$ cat config.mk
export PLATFORM = sky130hd
export DESIGN_NAME = sys_ctl_port
export DESIGN_NICKNAME = d
export VERILOG_FILES = /design/src/rtl/sys_ctl_port.sv
export SDC_FILE = /design/constraint.sdc
export NUM_CORES = 1
export LEC_CHECK = 0
export BUFFER_PORTS_ARGS = -buffer_cell sky130_fd_sc_hd__buf_2
export CAP_MARGIN = 20
export CORE_MARGIN = 2
export CORE_UTILIZATION = 30
export DETAILED_ROUTE_END_ITERATION = 12
export PLACE_DENSITY_LB_ADDON = 0.2
export REMOVE_ABC_BUFFERS = 1
export SKIP_LAST_GASP = 1
export SLEW_MARGIN = 30
export SYNTH_ARGS = -nofsm -noshare
export SYNTH_HDL_FRONTEND = slang
export SYNTH_SLANG_ARGS = --single-unit
$ cat constraint.sdc
create_clock -name clk -period 1.25 [get_ports clk]
set_clock_uncertainty 0.15 [all_clocks]
set_input_delay 0.25 -clock clk [delete_from_list [all_inputs] [get_ports clk]]
set_output_delay 0.25 -clock clk [all_outputs]
set_load 0.01 [all_outputs]
$ cat src/rtl/sys_ctl_port.sv
module sys_ctl_port #(
  parameter int IO_AW   = 16,
  parameter int HOST_AW = 16,
  parameter int DW      = 8,
  parameter int WIN_AW  = 14
) (
  input  logic               clk,
  input  logic               rst_n,
  input  logic               io_req,
  input  logic               io_rd,
  input  logic [IO_AW-1:0]   io_addr,
  input  logic [DW-1:0]      io_wdata,
  output logic [DW-1:0]      io_rdata,
  input  logic               vblank,
  input  logic               irq_ack,
  input  logic [HOST_AW-1:0] host_addr,
  output logic               sub_rst,
  output logic               irq_req,
  output logic               bank_sel,
  output logic               rom_cs,
  output logic [WIN_AW:0]    rom_addr
);
  localparam logic [7:0] P_RST_ON  = 8'h00;
  localparam logic [7:0] P_RST_OFF = 8'h01;
  localparam logic [7:0] P_IRQ_OFF = 8'h06;
  localparam logic [7:0] P_IRQ_ON  = 8'h07;
  localparam logic [7:0] P_BANK0   = 8'h08;
  localparam logic [7:0] P_BANK1   = 8'h09;
  localparam logic [7:0] P_STATUS  = 8'h00;
  localparam int         WIN_TAG_W = HOST_AW - WIN_AW;
  localparam logic [WIN_TAG_W-1:0] WIN_TAG = WIN_TAG_W'(2);

  logic       req_q;
  logic       irq_en;
  logic [1:0] stat_idx;
  logic [7:0] port;
  logic       start, wr_ev, rd_ev;
  logic [7:0] stat_val;
  logic       unused_wdata;

  assign unused_wdata = ^io_wdata;
  assign port  = io_addr[7:0];
  assign start = io_req && !req_q;
  assign wr_ev = start && !io_rd;
  assign rd_ev = start && io_rd;

  always_comb begin
    case (stat_idx)
      2'd0:    stat_val = 8'hC7;
      2'd1:    stat_val = 8'h55;
      default: stat_val = 8'h00;
    endcase
  end

  always_ff @(posedge clk) begin
    if (!rst_n) begin
      req_q    <= 1'b0;
      sub_rst  <= 1'b1;
      irq_en   <= 1'b0;
      irq_req  <= 1'b0;
      bank_sel <= 1'b0;
      stat_idx <= 2'd0;
      io_rdata <= '1;
    end else begin
      req_q <= io_req;
      if (wr_ev) begin
        case (port)
          P_RST_ON:  sub_rst  <= 1'b1;
          P_RST_OFF: sub_rst  <= 1'b0;
          P_IRQ_OFF: irq_en   <= 1'b0;
          P_IRQ_ON:  irq_en   <= 1'b1;
          P_BANK0:   bank_sel <= 1'b0;
          P_BANK1:   bank_sel <= 1'b1;
          default: ;
        endcase
      end
      if ((wr_ev && port == P_IRQ_OFF) || irq_ack)
        irq_req <= 1'b0;
      else if (vblank && irq_en)
        irq_req <= 1'b1;
      if (rd_ev) begin
        if (port == P_STATUS) begin
          io_rdata <= DW'(stat_val);
          stat_idx <= (stat_idx == 2'd2) ? 2'd0 : stat_idx + 2'd1;
        end else begin
          io_rdata <= '1;
        end
      end
    end
  end

  assign rom_cs   = host_addr[HOST_AW-1:WIN_AW] == WIN_TAG;
  assign rom_addr = {bank_sel, host_addr[WIN_AW-1:0]};

  AST_RST_ON:   assert property (@(posedge clk) disable iff (!rst_n) wr_ev && port == P_RST_ON |=> sub_rst);
  AST_RST_OFF:  assert property (@(posedge clk) disable iff (!rst_n) wr_ev && port == P_RST_OFF |=> !sub_rst);
  AST_IRQ_KILL: assert property (@(posedge clk) disable iff (!rst_n) wr_ev && port == P_IRQ_OFF |=> !irq_req && !irq_en);
  AST_IRQ_SRC:  assert property (@(posedge clk) disable iff (!rst_n) !irq_req ##1 irq_req |-> $past(irq_en) && $past(vblank));
  AST_IRQ_HOLD: assert property (@(posedge clk) disable iff (!rst_n) irq_req && !irq_ack && !(wr_ev && port == P_IRQ_OFF) |=> irq_req);
  AST_BANK:     assert property (@(posedge clk) disable iff (!rst_n) wr_ev && port == P_BANK1 |=> bank_sel);
  AST_IDX_HOLD: assert property (@(posedge clk) disable iff (!rst_n) !(rd_ev && port == P_STATUS) |=> $stable(stat_idx));
  AST_IDX_LEGAL: assert property (@(posedge clk) disable iff (!rst_n) stat_idx != 2'd3);
  AST_RD_HOLD:  assert property (@(posedge clk) disable iff (!rst_n) !rd_ev |=> $stable(io_rdata));
endmodule

# Word level (Yosys, flattened, before mapping)
# Cells that the tools add are included.
word_totals:
  register_bits: 15
  inputBits: 46
  word_cells: 41
classes:
  n_addsub: 1
  eq_ne: 8
  n_mux: 6
  n_bitwise: 1
  n_reduce_logical: 18
ops:
  columns: ["op", "n"]
  rows:
  - ["$eq 8x3->1 const B", 2]
  - ["$eq 8x4->1 const B", 2]
  - ["$pmux 8 s2", 1]
  - ["$eq 8x1->1 const B", 1]
  - ["$logic_not 8->1", 1]
  - ["$mux 8", 1]
  - ["$reduce_and 2->1", 4]
  - ["$pmux 1 s2", 3]
  - ["$reduce_bool 2->1", 3]
  - ["$logic_and 1x1->1", 5]
  - ["$eq 2x2->1 const B", 2]
  - ["$add 2x1->2 const B", 1]
  - ["$eq 2x1->1 const B", 1]
  - ["$logic_not 1->1", 2]
  - ["$logic_not 2->1", 1]
  - ["$mux 2", 1]
  - ["$reduce_or 2->1", 1]
  - ["$logic_or 1x1->1", 1]
  - ["$not 1->1", 1]

# Depth between registers and ports, before layout
logic_depth:
  word_depth: 6
  depth_mapped: 4
  depth_no_buf: 3

# Least setup slack after synthesis
# No wires, ideal clock.
synth_timing:
  path_type: "input -> register"
  startpoint: "input io_addr[5]"
  endpoint: "register io_rdata[1]"
  t_arrival_ns: 1.127
  slack_ns: -0.157
  cell_stages: 3
  path_cell_list: "or4_4 nor4_1 o21ai_1"
synth_via:
  elab_chain_len: 2
synth_lines:
  columns: ["element", "line", "rtl"]
  rows:
  - ["start, declared", "11", "input logic [IO_AW-1:0] io_addr,"]
  - ["$logic_not 8->1", "82", "if (port == P_STATUS) begin"]
  - ["$mux 8", "82", null]
  - ["end signal, assigned", "83", "io_rdata <= DW'(stat_val);"]
  - ["end, declared", "13", "output logic [DW-1:0] io_rdata,"]
# No other way between the ends.
# A chain may end at the register's enable or synchronous reset.

# Final worst setup path
layout_timing:
  startpoint: "input io_addr[4]"
  endpoint: "register stat_idx[0]"
layout_via:
  elab_chain_len: 2
layout_lines:
  columns: ["element", "line", "rtl"]
  rows:
  - ["$logic_not 8->1", "82", null]
  - ["$reduce_and 2->1 (no line)", null, null]
  - ["end signal, assigned", "84", "stat_idx <= (stat_idx == 2'd2) ? 2'd0 : stat_idx + 2'd1;"]
  - ["end, declared", "35", "logic [1:0] stat_idx;"]
# No other way between the ends.

==> flow_summary_export.csv <==
group,metric,value,unit
timing,min_period_over_period,1.04,
yosys,yosysTopAreaCell,"dfxtp_1",
routing,drt_drc_violations_left,0,
yosys,yosys-top-cells-count,"buf_4 (19), dfxtp_1 (11), nand2_1 (6), nor2_1 (6)",
power,power_frac_clock,0.355,
power,seq_power_share,0.509,
final_layout,drive_above_1_share,0.505,
clock_network,post_cts_hold_buffer_count,0,
routing,first_iter_violations,12,
critical_path,crit_path_cell_trace,"buf_2, or4_4, nor3_4, mux2i_1",
status,run_status,"finished, violations left",
critical_path,worst-setup-path-type,"in2reg",
grt,grt_first_pass_wirelength,2600,um
power,p_total,0.000695,W
placed_design,place.gp.congestion,0.718,
yosys,synth_top_area_frac,0.331,
final_layout,fin_area,817,um^2
grt,grt_antenna_before_repair,0,
yosys,synth_enable_flop_cells,0,
yosys,synth-seq-cells,11,
status,violations,"negative setup slack",
grt,pin_count_of_the_biggest_net_entering_global_routing,15,
power,switchingPower,0.000168,W
yosys,synth-async-reset-ratio,0,
die,core-area,2150,um^2
timing,setup_viol,5,
timing,final.setup.worst_slack,-0.0554,ns
grt,grt_pass1_vias,544,
critical_path,critical_path_capture_point_type,"flip-flop",
power,leakagePower,0.358,nW
die,fp.dieW,51.1,um
clock_network,cts_setup_buffers,0,
timing,tightestPinTransition,0.455,ns
clock_network,cts_made_buffers,3,
critical_path,timing.reg2reg.worst_path_depth,3,
grt,grt_overflow,0,
yosys,synth-seq-area-share,0.331,
routing,drtPass1Iterations,3,
timing,report.final.hold_viol_count,0,
clock_network,insertion_delay,0.26,ns
clock_network,ctsLongestPathBuffers,2,
die,chipHeight,51.1,um
placed_design,dp_hpwl,1330,um
critical_path,critPathRequiredTime,1.30,ns
die,rows,17,
run,max_cap_violations,0,
die,fp.dieArea,2610,um^2
worst_hold_path,worst_hold_path_type,"in2reg",
critical_path,critPathMaxFanout,3,
timing,grt_setup_unrepaired,"yes",
critical_path,path_delay_family,"simple AND/OR/NAND/NOR gates",
critical_path,critPathSlowestCell,"or4_4",
yosys,synth_cell_type_count,24,
final_layout,fillCellCount,237,
critical_path,critical_path_depth,4,
final_layout,area.growth.synth_to_final,22.7,%
timing,timing.max_slew.rel_slack,0.694,
critical_path,startpoint_type,"primary input",
placed_design,dpl-instance-area,758,um^2
final_layout,layoutNonFillerInstCount,125,
clock_network,cts_sinks,11,
routing,detail_route.wirelength,1660,um
final_layout,antennaDiodeCount,0,
die,start_util,0.310,
yosys,ys_dominant_reg_cell,"dfxtp_1",
placed_design,placement.io_buffers,28,
routing,detailroute.via_count,610,
power,netSwitchingFraction,0.242,
yosys,syn-cell-area,666,um^2
critical_path,buffer_and_inverter_count_on_the_worst_path,1,
critical_path,critical-path-max-stage-delay,0.55,ns
timing,post-route-min-period,1.31,ns
power,cellPowerDensity,851,nW/um^2
routing,routed_wire_length_per_instance,13.3,um
placed_design,placedCellCount,121,
critical_path,worst_ep_arrival_time,1.36,ns
power,power.share.combinational,0.137,
routing,ant_nets,0,
routing,route.detailed.vias_per_inst,4.88,
timing,timing.fmax,766,MHz
power,max_vdd_drop,0.525,mV
yosys,netlist_instances,77,
yosys,synthesis.area_per_instance,8.64,um^2
timing,setup_total_negative_slack,-0.126,ns
clock_network,cts_tree,"built",
die,ios,73,
clock_network,htreeDepth,1,
yosys,yosys_warnings,0,
timing,report.final.slew_viol_count,0,
clock_network,clock_tree.root_cell,"clkbuf_4",
final_layout,design.final.nets,144,
yosys,yosys.cell_count.top_type,"buf_4",
grt,track_usage,0.139,
yosys,ys_top_cells_by_area,"dfxtp_1 (33%), buf_4 (21%), mux2i_1 (4.5%)",
power,intPower,0.000527,W
clock_network,clock_transition_at_the_registers_of_the_reported_paths,0.07,ns
worst_hold_path,whs_path_depth,2,
==> logic make-up (layout without fill, tap and decap cells) <==
logic type      after synthesis  in the layout  synth area share
simple gates                 32             32             0.310
flops                        11             11             0.331
mux                           3              3            0.0451
compound gates               10             10            0.0883
buf+inv                      21             41             0.226
==> area by class of cell <==
cell class	count	area (um^2)	share of cell area
multi-input combinational	45	314	0.384
sequential	11	221	0.271
timing repair buffer	37	220	0.270
tap	28	35.0	0.0429
clock buffer	4	26.3	0.0322
==> power groups by stage <==
stage | sequential (W) | clock [W] | combinational (W)
6_report | 0.000354 | 0.000247 | 0.0000949
5_1_grt | 0.000354 | 0.000275 | 0.000106
4_1_cts | 0.000353 | 0.000259 | 0.0000931
3_5_place_dp | 0.000361 | 0 | 0.0000894
3_3_place_gp | 0.000361 | 0 | 0.0000881
2_1_floorplan | 0.000361 | 0 | 0.0000241
==> flip-flops by register name, summed over array words and instances, names as in the netlist <==
register / count
sub_rst: 1
bank_sel: 1
irq_en: 1
irq_req: 1
stat_idx: 2
io_rdata: 4
req_q: 1
==> placed cells by master, fill, tap and decap left out <==
master and count:
o21ai_0 3, and2_1 1, a21oi_1 1, a31oi_1 2, nor4_1 1, nor2b_1 3, dfxtp_1 10, nor2_1 6
and4_1 2, nand2_1 6, nor4_2 3, buf_2 26, a31o_1 1, and3b_2 1, or4_4 2, nor3_4 1
o21ai_1 2, nand4_1 2, clkbuf_1 1, clkbuf_4 3, mux2i_1 3, nor3_1 1, o21a_1 1, dfxtp_2 1
nor3b_1 1, buf_4 9, buf_6 2, nand3b_1 1, nor3b_2 1
==> per-layer routing <==
layer | track usage | share of wire
met5 | 0.0952 | 0
met4 | 0.0405 | 0.0096
met3 | 0.120 | 0.18
met2 | 0.167 | 0.37
met1 | 0.170 | 0.45
==> metrics by stage <==
stage | util | setup WS, ns | hold WS, ns
after global placement | 0.353 | -0.302 | 0.301
final | 0.380 | -0.0554 | 0.0712
after global routing | 0.380 | -0.0752 | 0.0757
after CTS | 0.373 | -0.0299 | 0.0608
after floorplan | - | -0.148 | 0.176
after detailed placement | 0.353 | -0.342 | 0.311
==> path summary, 6_finish.rpt <==
kind                            start                       end  slack [ns]
max                        io_addr[4]  stat_idx[0]$_SDFFE_PN0P_       -0.06
min                            io_req          req_q$_SDFF_PN0_        0.07
max reg2reg          req_q$_SDFF_PN0_  io_rdata[4]$_SDFFE_PN1P_        0.01
min reg2reg  stat_idx[0]$_SDFFE_PN0P_  stat_idx[0]$_SDFFE_PN0P_        0.32
==> timing repair <==
action                     CTS  global route
pin swaps                    3             4
setup endpoints to repair    5             8
gates resized for setup      3             4
hold endpoints to repair     0             0
(Power assumes the default switching activity.)
